<file path="config.mk">
export PLATFORM = sky130hd
export DESIGN_NAME = cfg_serial_loader
export DESIGN_NICKNAME = d
export VERILOG_FILES = /design/src/rtl/cfg_loader_pkg.sv /design/src/rtl/cfg_sync.sv /design/src/rtl/cfg_shift_front.sv /design/src/rtl/cfg_bank_regs.sv /design/src/rtl/cfg_field_decode.sv /design/src/rtl/cfg_serial_loader.sv
export SDC_FILE = /design/constraint.sdc
export NUM_CORES = 1
export LEC_CHECK = 0
export ABC_AREA = 1
export BUFFER_PORTS_ARGS = -buffer_cell sky130_fd_sc_hd__buf_2
export CORE_MARGIN = 4
export CORE_UTILIZATION = 40
export CTS_BUF_LIST = sky130_fd_sc_hd__clkbuf_4 sky130_fd_sc_hd__clkbuf_8
export DETAILED_ROUTE_END_ITERATION = 6
export SLEW_MARGIN = 25
export SYNTH_ARGS = -nofsm -noshare
export SYNTH_HDL_FRONTEND = slang
export SYNTH_SLANG_ARGS = --single-unit
</file>
<file path="constraint.sdc">
create_clock -name clk -period 1.2 [get_ports clk]
set_input_delay 0.24 -clock clk [delete_from_list [all_inputs] [get_ports clk]]
set_output_delay 0.24 -clock clk [all_outputs]
set_load 0.02 [all_outputs]
</file>
<file path="src/rtl/cfg_loader_pkg.sv">
package cfg_loader_pkg;

    localparam int WORD_W    = 21;
    localparam int ADDR_W    = 4;
    localparam int SUB_W     = 1;
    localparam int PAY_W     = WORD_W - ADDR_W - SUB_W;
    localparam int NUM_BANKS = 2;
    localparam int RATIO_W   = 6;
    localparam int CP_W      = 3;
    localparam int MODE_W    = 3;
    localparam int AUX_W     = PAY_W - CP_W - MODE_W - 2;
    localparam int TEST_W    = 4;
    localparam int MDIV_W    = PAY_W - TEST_W;

    typedef logic [PAY_W-1:0] payload_t;

    typedef struct packed {
        logic [ADDR_W-1:0] chip;
        logic [SUB_W-1:0]  sub;
        payload_t          payload;
    } ser_word_t;

    typedef enum logic [1:0] {
        REF_DIV8  = 2'b00,
        REF_DIV11 = 2'b01,
        REF_DIV22 = 2'b10,
        REF_DIV44 = 2'b11
    } ref_sel_e;

    typedef struct packed {
        logic [AUX_W-1:0]  aux;
        logic [MODE_W-1:0] mode;
        logic [CP_W-1:0]   cp;
        ref_sel_e          ref_sel;
    } bank0_t;

    typedef struct packed {
        logic [TEST_W-1:0] test;
        logic [MDIV_W-1:0] main_div;
    } bank1_t;

    function automatic logic [RATIO_W-1:0] ratio_of(input ref_sel_e sel);
        logic [RATIO_W-1:0] r;
        case (sel)
            REF_DIV8:  r = RATIO_W'(8);
            REF_DIV11: r = RATIO_W'(11);
            REF_DIV22: r = RATIO_W'(22);
            default:   r = RATIO_W'(44);
        endcase
        return r;
    endfunction

endpackage

</file>
<file path="src/rtl/cfg_sync.sv">
module cfg_sync #(
    parameter int              W       = 1,
    parameter int              STAGES  = 2,
    parameter logic [W-1:0]    RST_VAL = '0
) (
    input  logic         clk,
    input  logic         rst,
    input  logic [W-1:0] d,
    output logic [W-1:0] q
);
    logic [W-1:0] st [STAGES];

    for (genvar g = 0; g < STAGES; g++) begin : g_stage
        if (g == 0) begin : g_first
            always_ff @(posedge clk) begin
                if (rst) st[g] <= RST_VAL;
                else     st[g] <= d;
            end
        end else begin : g_next
            always_ff @(posedge clk) begin
                if (rst) st[g] <= RST_VAL;
                else     st[g] <= st[g-1];
            end
        end
    end

    assign q = st[STAGES-1];
endmodule

</file>
<file path="src/rtl/cfg_shift_front.sv">
module cfg_shift_front
    import cfg_loader_pkg::*;
(
    input  logic      clk,
    input  logic      rst,
    input  logic      sclk_s,
    input  logic      stb_s,
    input  logic      dat_s,
    output ser_word_t word_o,
    output logic      latch_o
);
    logic              sclk_q;
    logic              stb_q;
    logic [WORD_W-1:0] shreg;
    logic              sclk_rise;

    assign sclk_rise = sclk_s & ~sclk_q;

    always_ff @(posedge clk) begin
        if (rst) begin
            sclk_q <= 1'b0;
            stb_q  <= 1'b1;
        end else begin
            sclk_q <= sclk_s;
            stb_q  <= stb_s;
        end
    end

    // Shift only while strobe is low in the very cycle the clock edge is seen
    always_ff @(posedge clk) begin
        if (rst) begin
            shreg <= '0;
        end else if (sclk_rise && !stb_s) begin
            shreg <= {shreg[WORD_W-2:0], dat_s};
        end
    end

    assign latch_o = stb_s & ~stb_q;
    assign word_o  = ser_word_t'(shreg);
endmodule

</file>
<file path="src/rtl/cfg_bank_regs.sv">
module cfg_bank_regs
    import cfg_loader_pkg::*;
#(
    parameter logic [ADDR_W-1:0]                   DEV_ADDR = 4'hA,
    parameter logic [NUM_BANKS-1:0][PAY_W-1:0]     DEFAULTS = '0
) (
    input  logic                               clk,
    input  logic                               rst,
    input  logic                               latch_i,
    input  ser_word_t                          word_i,
    output logic [NUM_BANKS-1:0][PAY_W-1:0]    bank_o,
    output logic [NUM_BANKS-1:0]               upd_o
);
    logic addr_hit;

    assign addr_hit = latch_i && (word_i.chip == DEV_ADDR);

    for (genvar b = 0; b < NUM_BANKS; b++) begin : g_bank
        logic sel;
        assign sel = addr_hit && (word_i.sub == SUB_W'(b));

        always_ff @(posedge clk) begin
            if (rst) begin
                bank_o[b] <= DEFAULTS[b];
                upd_o[b]  <= 1'b0;
            end else begin
                upd_o[b] <= sel;
                if (sel) bank_o[b] <= word_i.payload;
            end
        end
    end
endmodule

</file>
<file path="src/rtl/cfg_field_decode.sv">
module cfg_field_decode
    import cfg_loader_pkg::*;
(
    input  payload_t            b0,
    input  payload_t            b1,
    output logic [RATIO_W-1:0]  ref_ratio,
    output logic [CP_W-1:0]     cp_sel,
    output logic [MODE_W-1:0]   mode_sel,
    output logic [AUX_W-1:0]    aux_bits,
    output logic [MDIV_W-1:0]   main_div,
    output logic [TEST_W-1:0]   test_bits
);
    bank0_t f0;
    bank1_t f1;

    always_comb begin
        f0        = bank0_t'(b0);
        f1        = bank1_t'(b1);
        ref_ratio = ratio_of(f0.ref_sel);
        cp_sel    = f0.cp;
        mode_sel  = f0.mode;
        aux_bits  = f0.aux;
        main_div  = f1.main_div;
        test_bits = f1.test;
    end
endmodule

</file>
<file path="src/rtl/cfg_serial_loader.sv">
module cfg_serial_loader
    import cfg_loader_pkg::*;
#(
    parameter logic [ADDR_W-1:0] DEV_ADDR    = 4'hA,
    parameter logic [PAY_W-1:0]  DEF0        = 16'h0001,
    parameter logic [PAY_W-1:0]  DEF1        = 16'h0058,
    parameter int                SYNC_STAGES = 2
) (
    input  logic               clk,
    input  logic               rst,
    input  logic               ser_clk,
    input  logic               ser_stb,
    input  logic               ser_dat,
    output logic [PAY_W-1:0]   bank0_q,
    output logic [PAY_W-1:0]   bank1_q,
    output logic               bank0_upd,
    output logic               bank1_upd,
    output logic [RATIO_W-1:0] ref_ratio,
    output logic [CP_W-1:0]    cp_sel,
    output logic [MODE_W-1:0]  mode_sel,
    output logic [AUX_W-1:0]   aux_bits,
    output logic [MDIV_W-1:0]  main_div,
    output logic [TEST_W-1:0]  test_bits
);
    localparam logic [NUM_BANKS-1:0][PAY_W-1:0] BANK_DEFS = {DEF1, DEF0};

    logic [2:0]                      raw_in;
    logic [2:0]                      syn_in;
    ser_word_t                       word;
    logic                            latch;
    logic [NUM_BANKS-1:0][PAY_W-1:0] banks;
    logic [NUM_BANKS-1:0]            upd;

    assign raw_in = {ser_stb, ser_clk, ser_dat};

    cfg_sync #(
        .W       (3),
        .STAGES  (SYNC_STAGES),
        .RST_VAL (3'b100)
    ) u_sync (
        .clk (clk),
        .rst (rst),
        .d   (raw_in),
        .q   (syn_in)
    );

    cfg_shift_front u_front (
        .clk     (clk),
        .rst     (rst),
        .sclk_s  (syn_in[1]),
        .stb_s   (syn_in[2]),
        .dat_s   (syn_in[0]),
        .word_o  (word),
        .latch_o (latch)
    );

    cfg_bank_regs #(
        .DEV_ADDR (DEV_ADDR),
        .DEFAULTS (BANK_DEFS)
    ) u_banks (
        .clk     (clk),
        .rst     (rst),
        .latch_i (latch),
        .word_i  (word),
        .bank_o  (banks),
        .upd_o   (upd)
    );

    assign bank0_q   = banks[0];
    assign bank1_q   = banks[1];
    assign bank0_upd = upd[0];
    assign bank1_upd = upd[1];

    cfg_field_decode u_dec (
        .b0        (banks[0]),
        .b1        (banks[1]),
        .ref_ratio (ref_ratio),
        .cp_sel    (cp_sel),
        .mode_sel  (mode_sel),
        .aux_bits  (aux_bits),
        .main_div  (main_div),
        .test_bits (test_bits)
    );
endmodule

</file>
=== Word-level counts from Yosys, hierarchy flattened ===
Memory sizes are Yosys's and may differ from the RTL's.
Cells that the tools add are included.

* Input bits: 5
* Memories: 1
* Bits in registers: 57
* Memory bits (writable): 6
* Logic and storage cells: 30
* Output and inout bits: 70

* Bitwise operators: 7
* Eq/ne operators: 3
* Reductions and logical operators: 6
* Mux-type cells: 6

{| class="wikitable"
|+ Memory list
! name !! depth !! width !! rd ports !! clocked after memory_dff !! write ports !! line !! source
|-
| u_sync.st || 2 || 3 || 2 || 0 || 2 || cfg_sync.sv:11 || <nowiki>logic [W-1:0] st [STAGES];</nowiki>
|}

{| class="wikitable"
|+ Operators with widths
! operator !! number
|-
| $pmux 6 s3 || 1
|-
| $mux 3 || 2
|-
| $eq 4x4->1 const B || 1
|-
| $logic_and 1x1->1 || 4
|-
| $mux 1 || 3
|-
| $not 1->1 || 3
|-
| $and 1x1->1 || 2
|-
| $eq 2x1->1 const B || 1
|-
| $eq 2x2->1 const B || 1
|-
| $logic_not 2->1 || 1
|-
| $or 1x1->1 || 2
|-
| $logic_not 1->1 || 1
|}

=== Depth between registers and ports, before layout ===
* Depth after elaboration: 4
* Mapped depth: 8
* Depth with buffers taken out: 7

=== By module ===
Synthesis repeated with hierarchy kept, for this count alone.

* Cells, all modules: 402
* Area total of the unflattened synthesis: 2,874.0 µm²

{| class="wikitable"
|+ By module, submodules not included
! module !! area an instance (µm²) !! times used !! sequential area each (µm²) !! cells each
|-
| cfg_bank_regs || 1,460.2 || 1 || 680.7 || 200
|-
| cfg_shift_front || 943.4 || 1 || 460.4 || 142
|-
| cfg_field_decode || 301.5 || 1 || 0.0 || 41
|-
| cfg_sync || 168.9 || 1 || 120.1 || 19
|}

=== Worst setup path before layout ===
Ideal clock, no wire load.

* Path kind: register to output
* From: register u_banks.bank_o[0] (netlist bit)
* To: output port ref_ratio[2]
* Path buffers: 0
* Required time: 960 ps
* Arrival: 1,237 ps
* Cell stages (with the launch flop): 4
* Path slack: -277 ps
* Cells stage by stage: dfxtp_1 > inv_1 > ha_1 > or2_2

* Word-level cells in the longest chain between the ends: 2
* Elaborated cells on any way between the ends: 4
* Classes of those cells: eq/ne (2); mux (1); reduce/logical (1)

{| class="wikitable"
|+ RTL lines
! item !! line !! source
|-
| from (decl) || cfg_bank_regs.sv:11 || <nowiki>output logic [NUM_BANKS-1:0][PAY_W-1:0] bank_o,</nowiki>
|-
| from (signal, indexed assignment) || cfg_bank_regs.sv:24 || <nowiki>bank_o[b] <= DEFAULTS[b];</nowiki>
|-
| from (signal, indexed assignment) || cfg_bank_regs.sv:28 || <nowiki>if (sel) bank_o[b] <= word_i.payload;</nowiki>
|-
| $eq 2x2->1 (tied with other cells) || cfg_loader_pkg.sv:44 || <nowiki>case (sel)</nowiki>
|-
| $pmux 6 s3 (*) || cfg_loader_pkg.sv:44 ||
|-
| to (decl) || cfg_serial_loader.sv:18 || <nowiki>output logic [RATIO_W-1:0] ref_ratio,</nowiki>
|}

Mark *: on every way between the ends. The rest lies on a longest branch, timed or not.

=== Final worst setup path ===
Same ends and word-level chain as after synthesis.

==> reports/metrics.cfg <==
[run_status]
outcome=complete, but fails checks
violations=negative setup slack

[timing]
drv_slew=0
worst_pin_slew_ps=246
fmax_mhz=668
period_minus_slack_ps=1500
worst_slack_ps=-296
min_period_over_period_pct=125
hold_violations=0
fin_worst_skew_ps=11.0
rsz0062_at_grt=yes
finalSetupViolCount=15
setup_tns_ps=-1270
slew_headroom_pct=83.6
whs_ps=91.4

[clock_network]
cts_tree=done
insertion_delay_ps=340
clock_path_buffers=2
h-tree-depth=3
path_clk_slew_ps=60
cts_made_buffers=9
root_buffer=clkbuf_8
cts.sinks=63

[critical_path]
arrival_ps=1260
worst-path-max-fanout=3
slowest_stage=dfxtp_4
crit_chain=inv_4 > ha_4 > or2_4 > buf_6
crit_type=register to output port
worstSetupEndpointType=output port
slowest_delay_ps=380
cp.required_ps=960
start_kind=register

[logic_synthesis]
async_flop_share_pct=0
synth.avg_cell_area_um2=7.35
synth_top_area_share_pct=44.0
ys_seq_area_share_pct=44.0
yosys.cell_types.count=21
ys.warnings.count=0
synth_edf_count=0
synth_area_leaders=dfxtp_1 (44%), inv_1 (11%), nand2_1 (8.6%), buf_4 (7.9%), nand4_1 (7.0%)
yosys_most_used_dff=dfxtp_1
synth_most_common_cell=inv_1
synthCells=390
ys_ff_latch=63
syn_area_um2=2870
ys_top_cells_by_count=inv_1 (83), nand2_1 (66), dfxtp_1 (63), nor2_1 (35), nand4_1 (32)
syn_nets=399
synth_area_leader_cell=dfxtp_1

[routing]
drc=0
vias_per_cell=4.60
vias=2545
postRouteAntennaNets=0
drt_first_pass_iters=4
wl_mm=7.09
detail_route.wl_per_cell_um=12.8
drt_iter0_markers=197

[layout]
fin_util_pct=54.2
drive_gt1_share_pct=35.7
fillCellCount=660
finalNonFillerCells=553
multi_input_area_um2=1120
regArea_um2=1280
area_delta_synth_final_pct=29.9
fin_nets=463
antenna_cells_inserted=0

[grt]
grt_use_met2_pct=25.9
grt_pass1_vias=2266
met1_usage_pct=20.4
overflow=0
grt_start_max_net_pins=52
grt_use_met3_pct=3.41
top_usage_layer=met2
grt_use_total_pct=15.8
antenna_found_initial=0
grt_pass1_wl_mm=10.8

[placement]
gp_congestion=0.793
dp_hpwl_mm=4.15
portBuffers=74
dp.cells=522

[power]
power_leakage_nw=1.79
pwr_density_cell_nw_per_um2=1050
ir_worst_vdd_mv=0.594

[job]
maxCapViolations=0

[floorplan]
core_area_um2=6870
die_x_um=92.7
die_h_um=92.7
io-pin-count=75
die-area_um2=8590
initial_utilization_pct=41.7
core.rowCount=30

[hold_path]
hold_class=input port to register

placed cells by master (no fill, tap or decap), types with 3 or more instances in the layout:
cell type,n
inv_1,74
buf_2,67
dfxtp_1,56
nand2_1,55
nand4_1,32
nor2_1,31
a21oi_1,21
o21ai_0,14
buf_6,14
clkbuf_8,11
buf_4,11
nand2_2,10
inv_2,9
nand3_1,7
nand3_4,6
nor2_2,5
o21ai_1,4
buf_12,4
dfxtp_2,4
dfxtp_4,3
critical path: cells and delay by family, from the launching register on:
family,cells,cell delay [ps]
flip-flops,1,380
AND/OR/NAND/NOR,1,220
buffers and inverters,2,170
adder cells (fa/ha/maj),1,150
worst paths after layout:
kind,slack (ps),to,depth (start not counted),startpoint
max,-300,ref_ratio[2],4,u_banks.bank_o[0]
min,90,u_sync.st[0][2],2,ser_stb
max reg2reg,-40,u_banks.bank_o[10],7,u_front.word_o[19]
min reg2reg,400,u_sync.st[1][0],2,u_sync.st[0][0]
cell type report:
type,count,share of cell area [%]
Clock inverter,1,0.134
Inverter,84,8.53
Timing Repair Buffer,99,19.3
Tap cell,96,3.22
Clock buffer,13,4.47
Sequential cell,63,34.3
Multi-Input combinational cell,197,30.0
power by group:
| group | total [mW] | internal [mW] | switching [mW] |
|---|---|---|---|
| logic | 0.157 | 0.0596 | 0.0973 |
| clock network | 1.66 | 0.884 | 0.777 |
| registers | 2.11 | 2.10 | 0.0102 |
| total | 3.93 | 3.05 | 0.884 |
metrics by stage:
| step | power (mW) | area, µm² | setup WS, ps |
|---|---|---|---|
| after global routing | 4.08 | 3730 | -341 |
| after global placement | 2.30 | 3180 | 27.7 |
| after floorplan | 2.25 | 2880 | 7.92 |
| after CTS | 3.96 | 3540 | -305 |
| final | 3.93 | 3730 | -296 |
| after detailed placement | 2.30 | 3180 | 4.71 |
kinds of logic after synthesis:
group,synth area share [%]
buffers and inverters,22.6
AO/OA/AOI/OAI,6.81
flip-flops,44.0
AND/OR/NAND/NOR,24.8
adder cells (fa/ha/maj),1.75
flip-flops by register name (all words and copies together), names as in the netlist:
signal	flops
u_front.word_o	21
u_front.sclk_q	1
u_banks.upd_o	2
u_front.stb_q	1
u_banks.bank_o	32
u_sync.st	6
layer usage:
metal,vias up,routed length (µm)
met5,-,0
met3,10,452
met4,0,99
met2,81,3410
met1,1151,3130
li1,1303,-
what timing repair did:
| action | CTS | global route |
|---|---|---|
| endpoints found under the setup margin | 12 | 43 |
| setup buffers | 4 | 6 |
| gates cloned | 4 | 5 |
| hold buffers | 0 | 0 |
| pin swaps | 6 | 32 |
| gates resized for setup | 27 | 45 |
Note: power is estimated with default switching activity, not from simulation.
